[config.mk]
export PLATFORM = sky130hd
export DESIGN_NAME = alu_exec
export DESIGN_NICKNAME = d
export VERILOG_FILES = /design/src/rtl/alu_exec_pkg.sv /design/src/rtl/alu_dec.sv /design/src/rtl/alu_rot.sv /design/src/rtl/alu_datapath.sv /design/src/rtl/alu_exec.sv
export SDC_FILE = /design/constraint.sdc
export NUM_CORES = 1
export LEC_CHECK = 0
export BUFFER_PORTS_ARGS = -buffer_cell sky130_fd_sc_hd__buf_4
export CAP_MARGIN = 10
export CELL_PAD_IN_SITES_DETAIL_PLACEMENT = 1
export CELL_PAD_IN_SITES_GLOBAL_PLACEMENT = 2
export CORE_MARGIN = 2
export CORE_UTILIZATION = 29
export DETAILED_ROUTE_END_ITERATION = 8
export PLACE_DENSITY = 0.79
export REMOVE_ABC_BUFFERS = 1
export SYNTH_ARGS = -nofsm -noshare
export SYNTH_HDL_FRONTEND = slang
export SYNTH_HIERARCHICAL = 1
export SYNTH_SLANG_ARGS = --single-unit
[constraint.sdc]
create_clock -name clk_i -period 2.9 [get_ports clk_i]
set_input_delay 0.29 -clock clk_i [delete_from_list [all_inputs] [get_ports clk_i]]
set_output_delay 0.29 -clock clk_i [all_outputs]
set_load 0.02 [all_outputs]
[src/rtl/alu_exec_pkg.sv]
package alu_exec_pkg;

  typedef enum logic [2:0] {
    FU_ADD, FU_LOGIC, FU_SHIFT, FU_ROT, FU_SEXT, FU_INV
  } fu_e;

  typedef struct packed {
    fu_e        fu;
    logic       use_imm;
    logic       inv_b;     // subtract / ~B logic forms
    logic       use_cin;   // carry flag instead of inv_b as carry-in
    logic [1:0] lsel;      // 01 xor, 10 or, 11 and
    logic       sh_right;
    logic       sh_rot;
    logic       sh_arith;
    logic       rot_imm;
    logic       wr;
    logic       upd_c;
    logic       upd_v;
  } alu_ctl_t;

  typedef struct packed {
    logic c;
    logic v;
    logic n;
    logic z;
  } alu_flags_t;

endpackage

[src/rtl/alu_dec.sv]
module alu_dec
  import alu_exec_pkg::*;
(
  input  logic       alu_i,
  input  logic [2:0] op_i,
  input  logic       imm_i,
  input  logic       f4_i,
  input  logic       f3_i,
  input  logic       f2_i,
  output alu_ctl_t   ctl_o
);

  always_comb begin
    ctl_o         = '0;
    ctl_o.fu      = FU_ADD;
    ctl_o.use_imm = imm_i;
    if (alu_i) begin
      if (imm_i || !f4_i) begin
        ctl_o.inv_b = op_i[0];
        if (op_i[2:1] == 2'b00) begin
          ctl_o.use_cin = !imm_i && f3_i;
          ctl_o.wr      = 1'b1;
          ctl_o.upd_c   = 1'b1;
          ctl_o.upd_v   = 1'b1;
        end else if (!imm_i && f3_i) begin
          // flag-only tests; 100/101 borrow the adder
          if (op_i[2:1] == 2'b10) begin
            ctl_o.upd_c = 1'b1;
            ctl_o.upd_v = 1'b1;
          end else begin
            ctl_o.fu   = FU_LOGIC;
            ctl_o.lsel = op_i[2:1];
          end
        end else begin
          ctl_o.fu   = FU_LOGIC;
          ctl_o.lsel = op_i[2:1];
          ctl_o.wr   = 1'b1;
        end
      end else begin
        ctl_o.wr = 1'b1;
        unique case (op_i)
          3'b000, 3'b001: ctl_o.fu = FU_SEXT;
          3'b010, 3'b011: begin
            ctl_o.fu       = FU_SHIFT;
            ctl_o.sh_right = op_i[0];
            ctl_o.sh_arith = f2_i;
            ctl_o.sh_rot   = f3_i && !f2_i;
            ctl_o.upd_c    = 1'b1;
          end
          3'b100, 3'b101: begin
            ctl_o.fu      = FU_ROT;
            ctl_o.rot_imm = op_i[0];
          end
          default: ctl_o.fu = FU_INV;
        endcase
      end
    end
  end

endmodule

[src/rtl/alu_rot.sv]
module alu_rot #(
  parameter int W = 16
) (
  input  logic [W-1:0]         d_i,
  input  logic [$clog2(W)-1:0] amt_i,
  output logic [W-1:0]         q_o
);

  localparam int SH_W = $clog2(W);

  logic [W-1:0] stg [SH_W+1];

  assign stg[0] = d_i;

  for (genvar s = 0; s < SH_W; s++) begin : g_stage
    localparam int D = 2 ** s;
    assign stg[s+1] = amt_i[s] ? {stg[s][W-1-D:0], stg[s][W-1:W-D]} : stg[s];
  end

  assign q_o = stg[SH_W];

endmodule

[src/rtl/alu_datapath.sv]
module alu_datapath
  import alu_exec_pkg::*;
#(
  parameter int W = 16
) (
  input  alu_ctl_t     ctl_i,
  input  logic [W-1:0] a_i,
  input  logic [W-1:0] b_i,
  input  logic [7:0]   imm8_i,
  input  logic [3:0]   rimm_i,
  input  logic         c_i,
  output logic [W-1:0] res_o,
  output logic         c_o,
  output logic         v_o
);

  localparam int SH_W = $clog2(W);

  logic [W-1:0]    opb, bb, rot_q;
  logic [W:0]      sum;
  logic            cin;
  logic [SH_W-1:0] rot_amt;

  assign opb     = ctl_i.use_imm ? {{(W-8){1'b0}}, imm8_i} : b_i;
  assign bb      = ctl_i.inv_b ? ~opb : opb;
  assign cin     = ctl_i.use_cin ? c_i : ctl_i.inv_b;
  assign sum     = {1'b0, a_i} + {1'b0, bb} + {{W{1'b0}}, cin};
  assign rot_amt = ctl_i.rot_imm ? SH_W'(rimm_i) : b_i[SH_W-1:0];

  alu_rot #(.W(W)) u_rot (
    .d_i   (a_i),
    .amt_i (rot_amt),
    .q_o   (rot_q)
  );

  always_comb begin
    res_o = sum[W-1:0];
    c_o   = sum[W];
    v_o   = (a_i[W-1] == bb[W-1]) && (sum[W-1] != a_i[W-1]);
    unique case (ctl_i.fu)
      FU_LOGIC: begin
        unique case (ctl_i.lsel)
          2'b01:   res_o = a_i ^ bb;
          2'b10:   res_o = a_i | bb;
          default: res_o = a_i & bb;
        endcase
      end
      FU_SHIFT: begin
        if (ctl_i.sh_right) begin
          res_o = {ctl_i.sh_arith ? a_i[W-1] : (ctl_i.sh_rot & c_i), a_i[W-1:1]};
          c_o   = a_i[0];
        end else begin
          res_o = {a_i[W-2:0], ctl_i.sh_rot & c_i};
          c_o   = a_i[W-1];
        end
      end
      FU_ROT:  res_o = rot_q;
      FU_SEXT: res_o = {{(W-8){a_i[7]}}, a_i[7:0]};
      FU_INV:  res_o = ~a_i;
      default: ;
    endcase
  end

endmodule

[src/rtl/alu_exec.sv]
module alu_exec
  import alu_exec_pkg::*;
#(
  parameter int DATA_W = 16
) (
  input  logic              clk_i,
  input  logic              rst_ni,
  input  logic              valid_i,
  input  logic [15:0]       instr_i,
  output logic [2:0]        ra_o,
  output logic [2:0]        rb_o,
  input  logic [DATA_W-1:0] a_i,
  input  logic [DATA_W-1:0] b_i,
  output logic [DATA_W-1:0] result_o,
  output logic [2:0]        dst_o,
  output logic              we_o,
  output logic              flag_c_o,
  output logic              flag_v_o,
  output logic              flag_n_o,
  output logic              flag_z_o
);

  logic              exec;
  alu_ctl_t          ctl;
  alu_flags_t        flg_q;
  logic [DATA_W-1:0] res;
  logic              c_nx, v_nx;

  assign exec = valid_i && instr_i[15];
  assign ra_o = instr_i[11] ? instr_i[10:8] : instr_i[7:5];
  assign rb_o = instr_i[2:0];

  alu_dec u_dec (
    .alu_i (exec),
    .op_i  (instr_i[14:12]),
    .imm_i (instr_i[11]),
    .f4_i  (instr_i[4]),
    .f3_i  (instr_i[3]),
    .f2_i  (instr_i[2]),
    .ctl_o (ctl)
  );

  alu_datapath #(.W(DATA_W)) u_dp (
    .ctl_i  (ctl),
    .a_i    (a_i),
    .b_i    (b_i),
    .imm8_i (instr_i[7:0]),
    .rimm_i (instr_i[3:0]),
    .c_i    (flg_q.c),
    .res_o  (res),
    .c_o    (c_nx),
    .v_o    (v_nx)
  );

  always_ff @(posedge clk_i or negedge rst_ni) begin
    if (!rst_ni) begin
      result_o <= '0;
      dst_o    <= '0;
      we_o     <= 1'b0;
      flg_q    <= '0;
    end else begin
      we_o <= ctl.wr;
      if (exec) begin
        result_o <= res;
        dst_o    <= instr_i[10:8];
        flg_q.n  <= res[DATA_W-1];
        flg_q.z  <= (res == '0);
        if (ctl.upd_c) flg_q.c <= c_nx;
        if (ctl.upd_v) flg_q.v <= v_nx;
      end
    end
  end

  assign flag_c_o = flg_q.c;
  assign flag_v_o = flg_q.v;
  assign flag_n_o = flg_q.n;
  assign flag_z_o = flg_q.z;


  idle_no_wr_chk: assert property (@(posedge clk_i) disable iff (!rst_ni)
    !(valid_i && instr_i[15]) |=> !we_o);


  idle_flags_chk: assert property (@(posedge clk_i) disable iff (!rst_ni)
    !(valid_i && instr_i[15]) |=> $stable({flag_c_o, flag_v_o, flag_n_o, flag_z_o}));


  test_no_wr_chk: assert property (@(posedge clk_i) disable iff (!rst_ni)
    (valid_i && instr_i[15] && !instr_i[11] && !instr_i[4] && instr_i[3] &&
     instr_i[14:13] != 2'b00) |=> !we_o);


  logic_cv_hold_chk: assert property (@(posedge clk_i) disable iff (!rst_ni)
    (valid_i && instr_i[15] && (instr_i[11] || !instr_i[4]) && instr_i[14:13] != 2'b00 &&
     !(!instr_i[11] && instr_i[3] && instr_i[14:13] == 2'b10))
    |=> ($stable(flag_c_o) && $stable(flag_v_o)));


  imm_dst_chk: assert property (@(posedge clk_i) disable iff (!rst_ni)
    (valid_i && instr_i[15] && instr_i[11]) |=> (we_o && dst_o == $past(instr_i[10:8])));


  zero_tracks_chk: assert property (@(posedge clk_i) disable iff (!rst_ni)
    we_o |-> (flag_z_o == (result_o == '0)));

endmodule

-- After elaboration in Yosys (flattened, before gate mapping)
Cells that the tools add are included.
- output and inout bits: 30
- bits in registers: 24
- word-level logic and storage cells: 83
- add/sub/neg operators: 2
- reductions and logical operators: 16
- bitwise operators: 6
- muxes and demuxes: 37
- equal/unequal tests: 15
- operators with widths (operator ; count):
    2-to-1 mux 16 bit ; 7
    case mux 16 bit (5 select lines) ; 1
    NOT 16 bit ; 2
    case mux 16 bit (2 select lines) ; 1
    2-to-1 mux 3 bit ; 7
    adder 16 x 16 -> 17 bit ; 1
    adder 17 x 1 -> 17 bit ; 1
    bitwise AND 16 bit ; 1
    logical NOT 16 bit ; 1
    OR 16 bit ; 1
    XOR 16 bit ; 1
    == test 3 x 2 -> 1 bit (second input constant) ; 4
    == test 3 bit (second input constant) ; 4
    2-to-1 mux 2 bit ; 6
    2-to-1 mux 4 bit ; 3
    2-to-1 mux 11 bit ; 1
    2-to-1 mux 1 bit ; 10
    case mux 3 bit (3 select lines) ; 1
    == test 3 x 1 -> 1 bit (second input constant) ; 2
    OR reduction 2 bit ; 3
    == test 2 bit (second input constant) ; 2
    logical AND 1 bit ; 4
    AND reduction 2 bit ; 2
    logical NOT 1 bit ; 3
    other kinds (7) ; 7

-- Logic depth before layout (Yosys ltp)
- word-level depth: 13
- depth in mapped cells: 19
- depth with buffers taken out: 17

-- Modules after synthesis
The synthesis kept the hierarchy.
- modules (own cells, without submodules) (module ; cells each ; area each (um2) ; instances):
    alu_datapath ; 420 ; 2796.4 ; 1
    alu_exec ; 64 ; 1031.0 ; 1
    alu_rot ; 40 ; 830.8 ; 1
    alu_dec ; 35 ; 226.5 ; 1

-- Least setup slack after synthesis
No wires, ideal clock.
- path kind: input -> register
- start point: input valid_i
- end point: register flg_q, in the netlist flag_z_o
- path slack: -1088 ps
- buffers on the path: 2
- stages: 18
- arrival: 3912 ps
- library setup time: 76 ps
- required time: 2824 ps
- path through: nand2_2 -> inv_2 -> nor2b_1 -> nand2_1 -> nor3_1 -> mux2_2 -> buf_6 -> buf_12 -> mux4_2 -> mux4_1 -> a21o_1 -> a221o_1 -> a221oi_1 -> a41o_1 -> nor2_1 -> nor4_1 -> nand4_1 -> o21ai_1
- RTL lines (item ; line ; RTL):
    start: declaration ; alu_exec.sv:8 ; input logic valid_i,
    end: declaration ; alu_exec.sv:25 ; alu_flags_t flg_q;

==> qor.txt <==
Worst Tran Pin Value: 962.9 ps
WL per Instance: 21.56 um
initial antenna violation count: 0
fillers: 1,892
RSZ-0062 raised after global routing: true
largest family of logic cells by synthesized area: multiplexers
Slew Viols, Final: 0
worst-path fanout max: 7
Achievable Freq: 0.2730 GHz
Synth cell types: 64
Worst EP arrival: 3840 ps
GR peak layer: met2
CTS tree: built
max-cap violation count: 0
Clock Skews: 1.473 ps
Peak VDD IR: 0.2804 mV
post-synthesis sequential area ratio: 0.1178
Synth top area share: 0.1178
Post-Syn Area: 4885 um2
worst-case clock buffer depth: 2
Synth Instances: 559
overall power: 2.919 mW
gr ovfl total: 0
worst path required time: 3080 ps
hold slack: 275.1 ps
CTS Sinks: 23
max_slew headroom: 0.3567
die area: 17,900 um2
leading area contributor after synthesis: dfrtp_1
synthesized-area fraction occupied by adder cells: 0.09529
multiplexer share of the synthesized area: 0.2841
M3 GR Usage: 0.02419
largest net degree at the start of global routing: 29
internal power: 1.720 mW
#FFs+latches synth: 23
most frequent cells in the layout: 256 x buf_4, 49 x inv_1, 45 x nand2_1, 32 x mux4_2, 25 x o21ai_0
Die Wd: 133.8 um
Comb power frac: 0.734
met1 Use GR: 0.3012
DRC marker count from the first detailed-route iteration: 256
critical path class: input port to register
global-route wire length before repair: 34,200 um
Routed Antenna Nets: 0
CP peak stage delay: 470 ps
pwr dens: 363.8 nW/um2
DPL Wire Length: 17,420 um
Synthesis Warnings: 6
Final Hold Viols: 0
Die H: 133.8 um
top cells by area, synth: dfrtp_1 12%, mux4_2 8.8%, ha_1 8.7%
PnR worst setup slack: -763.4 ps
share of power burned in registers: 0.165
EDFF count, synth: 0
clk_lat worst skew: 250 ps
vias per cell: 5.364
failing checks: negative setup slack
CP Cell Sequence: buf_6 -> nand2_4 -> inv_4 -> nor2b_4 -> nand2_2 -> nor3_2 -> buf_4 -> mux2_4 -> mux4_2 -> buf_6 -> buf_6 -> mux4_2 -> a21o_1 -> o211ai_1 -> o21ai_1 -> o21ai_1 -> o31ai_2 -> nor4_1 -> buf_4 -> nand4_1 -> o21ai_1
Root Buffer: clkbuf_16
status: finished, violations left
switching part of the total: 0.4107
Tmin final: 3663 ps
drt pass-1 iters: 4
ANT cells: 0
Clock Power Share: 0.101
critical path startpoint category: input port
Site Rows: 47
GRT Overall Usage: 0.2446
most common cell after layout, fill and taps aside: buf_4
H-tree depth: 1
Switching Power: 1.199 mW
Worst Hold Class: input port to register
final setup fails: 19
Detailed Route WL: 22,150 um
nets@finish: 895
XOR/XNOR share of the synthesized area: 0.06096
leakage: 3.639 nW
GPL Wtd Cong: 0.9214
ratio of cells with drive above 1 in the final layout: 0.5626
Initial Util: 0.2956
DR DRC count: 0
met2 Usage GRT: 0.4422
top_reg_cell synth: dfrtp_1
Compound-Gate Fraction of Synth Area: 0.2126
fraction of registers with async set or reset after synthesis: 1.000
Port Buf Inserts: 80
crit end category: register
Synth Area per Inst: 8.738 um2
vias in the first global route: 6,122
CTS Buf Count: 3
clock slew at reported path FFs: 60 ps
slowest CP cell: mux4_2
core footprint: 16,520 um2
simple-gate area share of the yosys netlist: 0.1342
via count: 5,509
Area Overhead vs Synth: 64.27%
I/O pins: 81
period utilization: 1.263
==> registers in the layout, indices dropped and copies added, names as in the netlist <==
register  cells
dst_o         3
flag_c_o      1
flag_v_o      1
we_o          1
result_o     16
flag_z_o      1
==> final timing paths <==
| check | to | depth (start not counted) | slack (ps) | from |
|---|---|---|---|---|
| setup reg to reg | result_o[4]$_DFFE_PN0P_ | 12 | -290 | flag_c_o$_DFFE_PN0P_ |
| min in group asynchronous | result_o[13]$_DFFE_PN0P_ | 2 | 480 | rst_ni |
| max in group asynchronous | result_o[7]$_DFFE_PN0P_ | 2 | 2180 | rst_ni |
| hold reg to reg | dst_o[0]$_DFFE_PN0P_ | 1 | 510 | dst_o[0]$_DFFE_PN0P_ |
| hold / removal | dst_o[1]$_DFFE_PN0P_ | 2 | 280 | instr_i[9] |
| setup / recovery | flag_z_o$_DFFE_PN0P_ | 21 | -760 | instr_i[15] |
==> per-layer routing <==
| layer | wire (um) | share of wire |
|---|---|---|
| met1 | 9112 | 0.41 |
| met2 | 11470 | 0.52 |
| met3 | 737 | 0.033 |
| met4 | 826 | 0.037 |
| met5 | 0 | 0 |
==> power by group through the flow <==
stage / clock network, mW / logic (mW) / registers, mW
6_report: 0.294 / 2.14 / 0.482
5_1_grt: 0.321 / 2.27 / 0.494
4_1_cts: 0.306 / 2.04 / 0.485
3_5_place_dp: 0 / 1.81 / 0.487
3_3_place_gp: 0 / 1.76 / 0.484
2_1_floorplan: 0 / 0.752 / 0.601
==> critical path, delay by kind of cell <==
kind,cells,cell delay (ps)
and+or+nand+nor,6,800
buffers and inverters,6,700
AOI/OAI and AO/OA,6,720
muxes,3,1310
==> area by class of cell <==
cell class | count | area [um2] | area share
Inverter | 55 | 209.0 | 0.02604
Multi-Input combinational cell | 437 | 4492 | 0.5598
Timing Repair Buffer | 288 | 2394 | 0.2983
Sequential cell | 23 | 575.6 | 0.07173
Clock buffer | 4 | 78.83 | 0.009824
Tap cell | 220 | 275.3 | 0.03431
==> stage by stage <==
step                cells  setup TNS, ps    util  cell area (um2)  worst slack (ps)
floorplan             515         -29650       -             4627             -2106
global placement     1010         -18760  0.4272             7059             -1201
detailed placement   1010         -20400  0.4272             7059             -1388
CTS                  1024          -8877  0.4743             7838            -748.0
global route         1027         -11040  0.4856             8024            -910.2
finish               1027          -9192  0.4856             8024            -763.4
==> synthesized netlist by cell type (all sizes together) (2+ instances only) <==
library cell	n
a211oi	2
a21o	8
a21oi	32
a221o	4
a221oi	6
a22oi	17
a2bb2oi	2
a31oi	2
a32oi	3
and2	2
and3	5
buf	30
clkbuf	14
dfrtp	23
fa	2
ha	34
inv	55
mux2	29
mux2i	19
mux4	33
nand2	52
nand2b	19
nand3b	2
nand4	2
nor2	24
nor2b	5
nor3	7
nor3b	2
nor4	4
o211ai	13
o21a	6
o21ai	39
o21bai	2
o221ai	6
o2bb2ai	2
o31a	2
o31ai	2
or3	3
xnor2	24
xor2	10
==> timing repair <==
item | CTS | global route
hold endpoints to repair | 23 | 0
hold buffers | 1 | 0
pin swaps | 50 | 27
resized for setup | 150 | 31
gates cloned | 1 | 0
setup endpoints to repair | 19 | 19
setup buffers | 17 | 9
==> cells by family (layout without fill, tap and decap cells) <==
| family | after synthesis | count (layout) |
|---|---|---|
| AO/OA/AOI/OAI | 156 | 156 |
| AND/OR/NAND/NOR | 130 | 130 |
| buffers and inverters | 99 | 347 |
| multiplexers | 81 | 81 |
| adder cells (fa/ha/maj) | 36 | 36 |
| XOR/XNOR | 34 | 34 |
| flip-flops | 23 | 23 |
Power figures use the tool's default switching activity.
